File: config.mk
export PLATFORM = sky130hd
export DESIGN_NAME = dual_master_arbiter
export DESIGN_NICKNAME = d
export VERILOG_FILES = /design/src/rtl/busarb_pkg.sv /design/src/rtl/busarb_refresh.sv /design/src/rtl/busarb_steal.sv /design/src/rtl/busarb_owner.sv /design/src/rtl/dual_master_arbiter.sv
export SDC_FILE = /design/constraint.sdc
export NUM_CORES = 1
export LEC_CHECK = 0
export ABC_AREA = 1
export ABC_CLOCK_PERIOD_IN_PS = 1200
export BUFFER_PORTS_ARGS = -buffer_cell sky130_fd_sc_hd__buf_4
export CELL_PAD_IN_SITES_DETAIL_PLACEMENT = 1
export CELL_PAD_IN_SITES_GLOBAL_PLACEMENT = 2
export CORE_MARGIN = 2
export CORE_UTILIZATION = 25
export DETAILED_ROUTE_END_ITERATION = 10
export PLACE_DENSITY = 0.68
export SYNTH_ARGS = -nofsm -noshare
export SYNTH_HDL_FRONTEND = slang
export SYNTH_SLANG_ARGS = --single-unit
File: constraint.sdc
create_clock -name clk -period 1.2 [get_ports clk]
set_input_delay 0.18 -clock clk [delete_from_list [all_inputs] [get_ports clk]]
set_output_delay 0.18 -clock clk [all_outputs]
set_load 0.005 [all_outputs]
File: src/rtl/busarb_pkg.sv
package busarb_pkg;

  typedef enum logic [1:0] {
    OWN_IDLE = 2'd0,
    OWN_MAIN = 2'd1,
    OWN_SND  = 2'd2
  } owner_e;

endpackage

File: src/rtl/busarb_refresh.sv
module busarb_refresh #(
  parameter int PERIOD = 128
) (
  input  logic clk,
  input  logic rst_n,
  output logic tick
);

  localparam int CW = (PERIOD > 1) ? $clog2(PERIOD) : 1;

  logic [CW-1:0] cnt_q;

  function automatic logic at_wrap(input logic [CW-1:0] c);
    return c == CW'(PERIOD - 1);
  endfunction

  assign tick = at_wrap(cnt_q);

  always_ff @(posedge clk) begin
    if (!rst_n) cnt_q <= '0;
    else if (tick) cnt_q <= '0;
    else cnt_q <= cnt_q + 1'b1;
  end

  generate
    if (PERIOD > 1) begin : g_tick_chk
      assert_tick_isolated_R7: assert property (@(posedge clk) disable iff (!rst_n)
        tick |=> !tick);
    end
  endgenerate

endmodule

File: src/rtl/busarb_steal.sv
module busarb_steal #(
  parameter int STEAL = 2
) (
  input  logic clk,
  input  logic rst_n,
  input  logic tick,
  input  logic start,
  input  logic skip,
  output logic armed,
  output logic stalling
);

  localparam int SW = $clog2(STEAL + 1);

  logic [SW-1:0] stall_q;
  logic          armed_q;

  function automatic logic [SW-1:0] stretch_len(input logic arm, input logic skp);
    return (arm && !skp) ? SW'(STEAL) : '0;
  endfunction

  always_ff @(posedge clk) begin
    if (!rst_n) begin
      armed_q <= 1'b0;
      stall_q <= '0;
    end else begin
      armed_q <= (armed_q & ~start) | tick;
      if (start) stall_q <= stretch_len(armed_q, skip);
      else if (stall_q != '0) stall_q <= stall_q - 1'b1;
    end
  end

  assign armed    = armed_q;
  assign stalling = (stall_q != '0);

  assert_tick_arms_R7: assert property (@(posedge clk) disable iff (!rst_n)
    tick |=> armed);
  assert_stall_bounded_R8: assert property (@(posedge clk) disable iff (!rst_n)
    stall_q <= SW'(STEAL));
  assert_armed_start_stretches_R8: assert property (@(posedge clk) disable iff (!rst_n)
    (start && armed && !skip) |=> stalling);
  assert_skip_no_stretch_R9: assert property (@(posedge clk) disable iff (!rst_n)
    (start && skip) |=> !stalling);
  assert_steal_kept_R7: assert property (@(posedge clk) disable iff (!rst_n)
    (armed && !start) |=> armed);

endmodule

File: src/rtl/busarb_owner.sv
module busarb_owner
  import busarb_pkg::*;
(
  input  logic   clk,
  input  logic   rst_n,
  input  logic   m_req,
  input  logic   m_done,
  input  logic   s_req,
  input  logic   s_done,
  input  logic   blocked,
  input  logic   stalling,
  output owner_e owner,
  output logic   start,
  output logic   start_main
);

  owner_e state_q, state_n;
  logic   last_snd_q, last_snd_n;

  always_comb begin
    state_n = state_q;
    unique case (state_q)
      OWN_IDLE: begin
        if (last_snd_q && m_req)  state_n = OWN_MAIN;
        else if (s_req && !blocked) state_n = OWN_SND;
        else if (m_req)           state_n = OWN_MAIN;
      end
      OWN_MAIN: if (!stalling && m_done) state_n = OWN_IDLE;
      OWN_SND:  if (!stalling && s_done) state_n = OWN_IDLE;
      default:  state_n = OWN_IDLE;
    endcase
  end

  assign start      = (state_q == OWN_IDLE) && (state_n != OWN_IDLE);
  assign start_main = start && (state_n == OWN_MAIN);

  always_comb begin
    last_snd_n = last_snd_q;
    if (state_q == OWN_SND && state_n == OWN_IDLE) last_snd_n = 1'b1;
    else if (start) last_snd_n = 1'b0;
  end

  always_ff @(posedge clk) begin
    if (!rst_n) begin
      state_q    <= OWN_IDLE;
      last_snd_q <= 1'b0;
    end else begin
      state_q    <= state_n;
      last_snd_q <= last_snd_n;
    end
  end

  assign owner = state_q;

  assert_main_finishes_R3: assert property (@(posedge clk) disable iff (!rst_n)
    (state_q == OWN_MAIN && !m_done) |=> state_q == OWN_MAIN);
  assert_stretch_holds_R5: assert property (@(posedge clk) disable iff (!rst_n)
    (state_q != OWN_IDLE && stalling) |=> state_q == $past(state_q));
  assert_snd_release_R5: assert property (@(posedge clk) disable iff (!rst_n)
    (state_q == OWN_SND && !stalling && s_done) |=> state_q == OWN_IDLE);
  assert_blocked_no_snd_R6: assert property (@(posedge clk) disable iff (!rst_n)
    (state_q == OWN_IDLE && blocked) |=> state_q != OWN_SND);
  assert_main_resumes_R4: assert property (@(posedge clk) disable iff (!rst_n)
    (state_q == OWN_IDLE && last_snd_q && m_req) |=> state_q == OWN_MAIN);

endmodule

File: src/rtl/dual_master_arbiter.sv
module dual_master_arbiter
  import busarb_pkg::*;
#(
  parameter int PERIOD = 128,
  parameter int STEAL  = 2
) (
  input  logic clk,
  input  logic rst_n,
  input  logic main_req,
  input  logic main_vid_wr,
  input  logic main_done,
  output logic main_gnt,
  output logic main_wait,
  input  logic snd_req,
  input  logic snd_done,
  output logic snd_gnt,
  output logic snd_wait,
  input  logic dma_busy,
  input  logic fifo_stall
);

  logic   refresh_tick;
  logic   steal_armed;
  logic   stretch_active;
  logic   access_start;
  logic   access_start_main;
  logic   snd_blocked;
  logic   skip_steal;
  owner_e owner;

  assign snd_blocked = dma_busy | fifo_stall;
  assign skip_steal  = access_start_main & main_vid_wr;

  busarb_refresh #(.PERIOD(PERIOD)) u_refresh (
    .clk   (clk),
    .rst_n (rst_n),
    .tick  (refresh_tick)
  );

  busarb_steal #(.STEAL(STEAL)) u_steal (
    .clk      (clk),
    .rst_n    (rst_n),
    .tick     (refresh_tick),
    .start    (access_start),
    .skip     (skip_steal),
    .armed    (steal_armed),
    .stalling (stretch_active)
  );

  busarb_owner u_owner (
    .clk        (clk),
    .rst_n      (rst_n),
    .m_req      (main_req),
    .m_done     (main_done),
    .s_req      (snd_req),
    .s_done     (snd_done),
    .blocked    (snd_blocked),
    .stalling   (stretch_active),
    .owner      (owner),
    .start      (access_start),
    .start_main (access_start_main)
  );

  assign main_gnt  = (owner == OWN_MAIN);
  assign snd_gnt   = (owner == OWN_SND) && !stretch_active;
  assign main_wait = main_req && (!main_gnt || stretch_active);
  assign snd_wait  = snd_req && !snd_gnt;

  assert_one_grant_R10: assert property (@(posedge clk) disable iff (!rst_n)
    !(main_gnt && snd_gnt));
  assert_snd_drop_R5: assert property (@(posedge clk) disable iff (!rst_n)
    (snd_gnt && snd_done) |=> !snd_gnt);
  assert_main_drop_R5: assert property (@(posedge clk) disable iff (!rst_n)
    (main_gnt && !main_wait && main_done) |=> !main_gnt);
  assert_paused_main_R4: assert property (@(posedge clk) disable iff (!rst_n)
    (snd_gnt && main_req) |-> main_wait);
  assert_steal_unused_R7: assert property (@(posedge clk) disable iff (!rst_n)
    (steal_armed && owner == OWN_IDLE && !main_req && !snd_req) |=> steal_armed);

endmodule

After elaboration in Yosys (flattened, before gate mapping)
Index checks and enable logic that the tools add are counted.
- output and inout bits: 4
- logic and storage cells: 52
- register bits after elaboration: 13
- bits of input ports: 9
- reduce and logical (&&, ||, !) cells: 24
- mux-type cells: 11
- add/subtract/negate cells: 2
- eq/ne operators: 4
- bitwise logic cells: 6
- operator list (operator ; count):
    $mux W2 ; 8
    $logic_and A1 B1 Y1 ; 11
    $reduce_bool A2 Y1 ; 4
    $add A7 B1 Y7 const B ; 1
    $eq A7 B7 Y1 const B ; 1
    $pmux W2 S3 ; 1
    $logic_not A1 Y1 ; 5
    $eq A2 B1 Y1 const B ; 2
    $logic_not A2 Y1 ; 2
    $and A1 B1 Y1 ; 2
    $eq A2 B2 Y1 const B ; 1
    $mux W1 ; 2
    $not A1 Y1 ; 2
    $or A1 B1 Y1 ; 2
    $reduce_or A2 Y1 ; 1
    $sub A2 B1 Y2 const B ; 1
    $logic_or A1 B1 Y1 ; 1

Logic depth before layout (Yosys ltp)
- depth in word-level cells: 14
- mapped depth: 9
- gate-level depth less buffers: 9

By module
A second synthesis with hierarchy kept.
- cell total of the unflattened synthesis: 119
- area total of the unflattened synthesis: 748.2 sq um
- modules (own cells, without submodules) (module ; times used ; cells an instance ; area an instance (sq um) ; seq. area each (sq um)):
    busarb_refresh ; 1 ; 35 ; 302.8 ; 140.1
    busarb_owner ; 1 ; 45 ; 227.7 ; 60.1
    busarb_steal ; 1 ; 25 ; 160.2 ; 60.1
    dual_master_arbiter ; 1 ; 14 ; 57.6 ; 0.0

Worst setup path after synthesis
Ideal clock, no wire load.
- kind: register -> register
- start: register u_steal.stall_q[0]
- end: register u_owner.last_snd_q
- clock period less this slack: 1224 ps
- arrival: 1110 ps
- stages on the path, launching flop included: 9
- data required time: 1086 ps
- setup slack: -24 ps
- library setup time: 114 ps
- path buffers: 0
- cells stage by stage: dfxtp_1 inv_1 ha_1 a21oi_2 inv_1 nand2_2 nor2_1 a21oi_1 nor2_1
- longest elaborated chain between the ends: 8
- elaborated cells on any way between the ends: 13
- classes of those cells: mux (4); reduce/logical (9)
- RTL lines (item ; RTL line ; text):
    from (decl) ; busarb_steal.sv:15 ; logic [SW-1:0] stall_q;
    from (signal assigned) ; busarb_steal.sv:28 ; if (start) stall_q <= stretch_len(armed_q, skip);
    from (signal assigned) ; busarb_steal.sv:29 ; else if (stall_q != '0) stall_q <= stall_q - 1'b1;
    $reduce_bool A2 Y1 * ; busarb_steal.sv:34 ; assign stalling = (stall_q != '0);
    $logic_not A1 Y1 * ; busarb_owner.sv:28, busarb_owner.sv:29 ;
    $logic_and A1 B1 Y1 (on tied branches) ; busarb_owner.sv:29, busarb_owner.sv:28 ;
    $mux W2 (on tied branches) ; busarb_owner.sv:29, busarb_owner.sv:28 ;
    $pmux W2 S3 * ; busarb_owner.sv:22 ; unique case (state_q)
    $logic_not A2 Y1 or $reduce_bool A2 Y1 (tied branches) ; busarb_owner.sv:39, busarb_owner.sv:34 ;
    $logic_and A1 B1 Y1 (on tied branches) ; busarb_owner.sv:39, busarb_owner.sv:34 ;
    $mux W1 or $reduce_bool A2 Y1 (tied branches) ; -- ;
    to (signal assigned) ; busarb_owner.sv:49 ; last_snd_q <= last_snd_n;
    to (decl) ; busarb_owner.sv:18 ; logic last_snd_q, last_snd_n;
Mark *: on every way between the ends. The rest lies on a longest branch, timed or not.
A chain may end at the register's enable or synchronous reset.

Final worst setup path
- start: register u_steal.stall_q[1]
- end: output main_wait
- longest elaborated chain between the ends: 3
- RTL lines (item ; RTL line ; text):
    $reduce_bool A2 Y1 ; busarb_steal.sv:34 ;
    $logic_or A1 B1 Y1 ; dual_master_arbiter.sv:66 ; assign main_wait = main_req && (!main_gnt || stretch_active);
    $logic_and A1 B1 Y1 ; dual_master_arbiter.sv:66 ;
    to (decl) ; dual_master_arbiter.sv:13 ; output logic main_wait,
No other way between the ends.

==> metrics.csv <==
metric,value,unit
Required @ worst endpoint,1020,ps
Floorplan Core Area,2500,um2
layer with the highest usage,met2,
DRT Wirelength,1.543,mm
Pleak,0.4465,nW
I/O pin count,13,
GRT Overall Usage,11.03,%
cell mode on critical path,inv_2,
met3 Use GR,4.884,%
die area,3102,um2
"Net count, final",132,
"worst slack, placed",-30.86,ps
total vias in the final route,634,
initial antenna violation count,0,
"Clk Latency, worst-skew pair",280,ps
Port Buffers,12,
max-slew violations,0,
Setup-failing EPs final,7,
CP Class,reg -> out,
Mapped Area,668.1,um2
critical path buffer and inverter count,4,
path length in cells of the critical path,6,
worst setup margin,-99.92,ps
Hold Path Cell Cnt,3,
Worst Path Max Fanout,3,
post-synth top area share,38.95,%
CP max stage cell,dfxtp_2,
Root Buffer,clkbuf_4,
DR pass1 iterations,2,
Tcrit/Tclk final,108.3,%
final hold violations,0,
DR vias/cell,4.227,
maximum vdd drop,0.0005046,V
Area growth syn-to-layout,44.94,%
Worst EP arrival,1120,ps
Worst-path clk slew,80,ps
first-pass GRT wire length,2.622,mm
total grt overflow,0,
CTS sink count,13,
Clock Skew,1.054,ps
CTS tree,built,
Antenna Nets Post-Route,0,
synth warn,0,
Synth area leader,dfxtp_1,
htree depth,1,
"Seq/Total Area, Yosys",38.95,%
syn avg cell area,6.888,um2
Top delay family on crit path,flip-flops,
Fillers,321,
vias in the first global route,659,
Hold Path Origin,rst_n,
worst-case reg-to-reg path depth,9,
run status,"complete, but fails checks",
Row Count,18,
global-route track usage on met2,20.41,%
GP Congestion,0.6885,
Multi-input gate area,412.9,um2
"commonest non-fill, non-tap cells in the layout","17 x nand2_1, 17 x buf_4, 15 x nor2_1, 11 x inv_1",
unrepaired setup endpoints after global routing,true,
largest net degree at the start of global routing,9,
Crit. End Element,primary output,
synthesized flop and latch total,13,
CP peak stage delay,330,ps
1st-iter DRT viols,4,
Max clock buf depth,2,
Fmax,769.3,MHz
Least-Margin Pin Slew,208.7,ps
Die Y,55.70,um
setup TNS,-440.7,ps
P per Cell Area,1059,nW/um2
critical path cell sequence,inv_2 > ha_4 > inv_2 > o21ai_1 > inv_1 > buf_6,
met1 usage,10.62,%
Die W,55.70,um
startpoint types,register,
Worst R2R Start,u_steal.stall_q[1],
max_cap viols,0,
min Tclk post-route,1300,ps
Worst Hold Class,in -> reg,
CP startpoint,u_steal.stall_q[1],
DRC,0,
top area cells in the synthesized netlist,"dfxtp_1 39%, nand2_1 12%, nor2_1 9.6%",
Initial Utilization,26.73,%
Slew headroom,85.94,%
failing checks,negative setup slack,
CTS buffer count,3,
drt wl/cell,10.29,um
Yosys cell types,17,
Post-Syn Instances,97,
Syn Nets,108,
FF+latch area,269.0,um2
DP Wirelength,1.270,mm
proportion of layout cells with a drive suffix above 1,47.50,%
ant diodes,0,
## sequential cells by signal, indices dropped and copies added, names as in the netlist
signal              flops
u_owner.last_snd_q      1
u_owner.owner           2
u_refresh.cnt_q         7
u_steal.armed           1
u_steal.stall_q         2
## worst paths after layout
kind                                      endpoint  slack, ps
worst min register to register  u_refresh.cnt_q[4]        500
worst min-delay path            u_steal.stall_q[1]        170
worst max register to register  u_owner.last_snd_q        -70
worst max-delay path                     main_wait       -100
## logic make-up after synthesis
group / synth area share [%]
and+or+nand+nor: 33.33
adders and majority gates: 3.745
AOI/OAI and AO/OA: 9.363
DFF: 38.95
xor gates and xnor gates: 3.933
buffers and inverters: 10.67
## Yosys cell counts
| master | instances |
|---|---|
| nand2_1 | 21 |
| o21ai_0 | 4 |
| a21oi_2 | 1 |
| nor2_1 | 17 |
| nand3_1 | 3 |
| o21bai_4 | 1 |
| ha_1 | 2 |
| inv_1 | 16 |
| nand2_4 | 1 |
| dfxtp_1 | 13 |
| a21oi_1 | 3 |
| nor3_1 | 2 |
| or2_2 | 1 |
| nand4_1 | 1 |
| nand2_2 | 5 |
| inv_2 | 3 |
| xor2_1 | 3 |
## worst register-to-register path: stages, from the launching register on
cell and delay, ps:
dfxtp_2 330, inv_2 60, ha_4 130, buf_4 130, nand2_2 60, nand2_2 80, nand2_4 70, o21bai_4 170
nand2_2 80, nor2_1 100
## timing repair
| action | in CTS | in global routing |
|---|---|---|
| buffers inserted | 1 | 1 |
| setup endpoints to repair | 13 | 14 |
| resized for setup | 14 | 18 |
| pin swaps | 4 | 4 |
| hold buffers | 0 | 0 |
## power breakdown
part	switching, W	total, W	leakage [nW]	internal, W
Combinational	0.000142	0.000277	0.321	0.000135
Sequential	0.0000199	0.000474	0.108	0.000454
Clock	0.000151	0.000275	0.0177	0.000124
Total	0.000314	0.00103	0.447	0.000712
## routing by layer
metal,vias up,share of wire [%]
li1,338,-
met1,283,39
met2,13,55
met3,0,6.0
met4,0,0
met5,-,0
## per-stage QoR
step / hold WS [ps] / total power, W / instances / cell area [um2] / utilization [%]
2_1_floorplan: 307.3 / 0.0006178 / 97 / 670.6 / -
3_3_place_gp: 449.9 / 0.0007024 / 144 / 835.8 / 33.43
3_5_place_dp: 451.7 / 0.0007097 / 144 / 835.8 / 33.43
4_1_cts: 166.3 / 0.001016 / 149 / 900.9 / 36.04
5_1_grt: 181.0 / 0.001098 / 150 / 968.4 / 38.74
6_report: 173.9 / 0.001026 / 150 / 968.4 / 38.74
## final cells by class
type	instances	area share, %
multi-input combinational	65	42.64
sequential	13	27.78
timing repair buffer	19	15.50
inverter	19	7.364
tap	30	3.876
clock buffer	3	2.326
clock inverter	1	0.5168
Note: power is estimated with default switching activity, not from simulation.
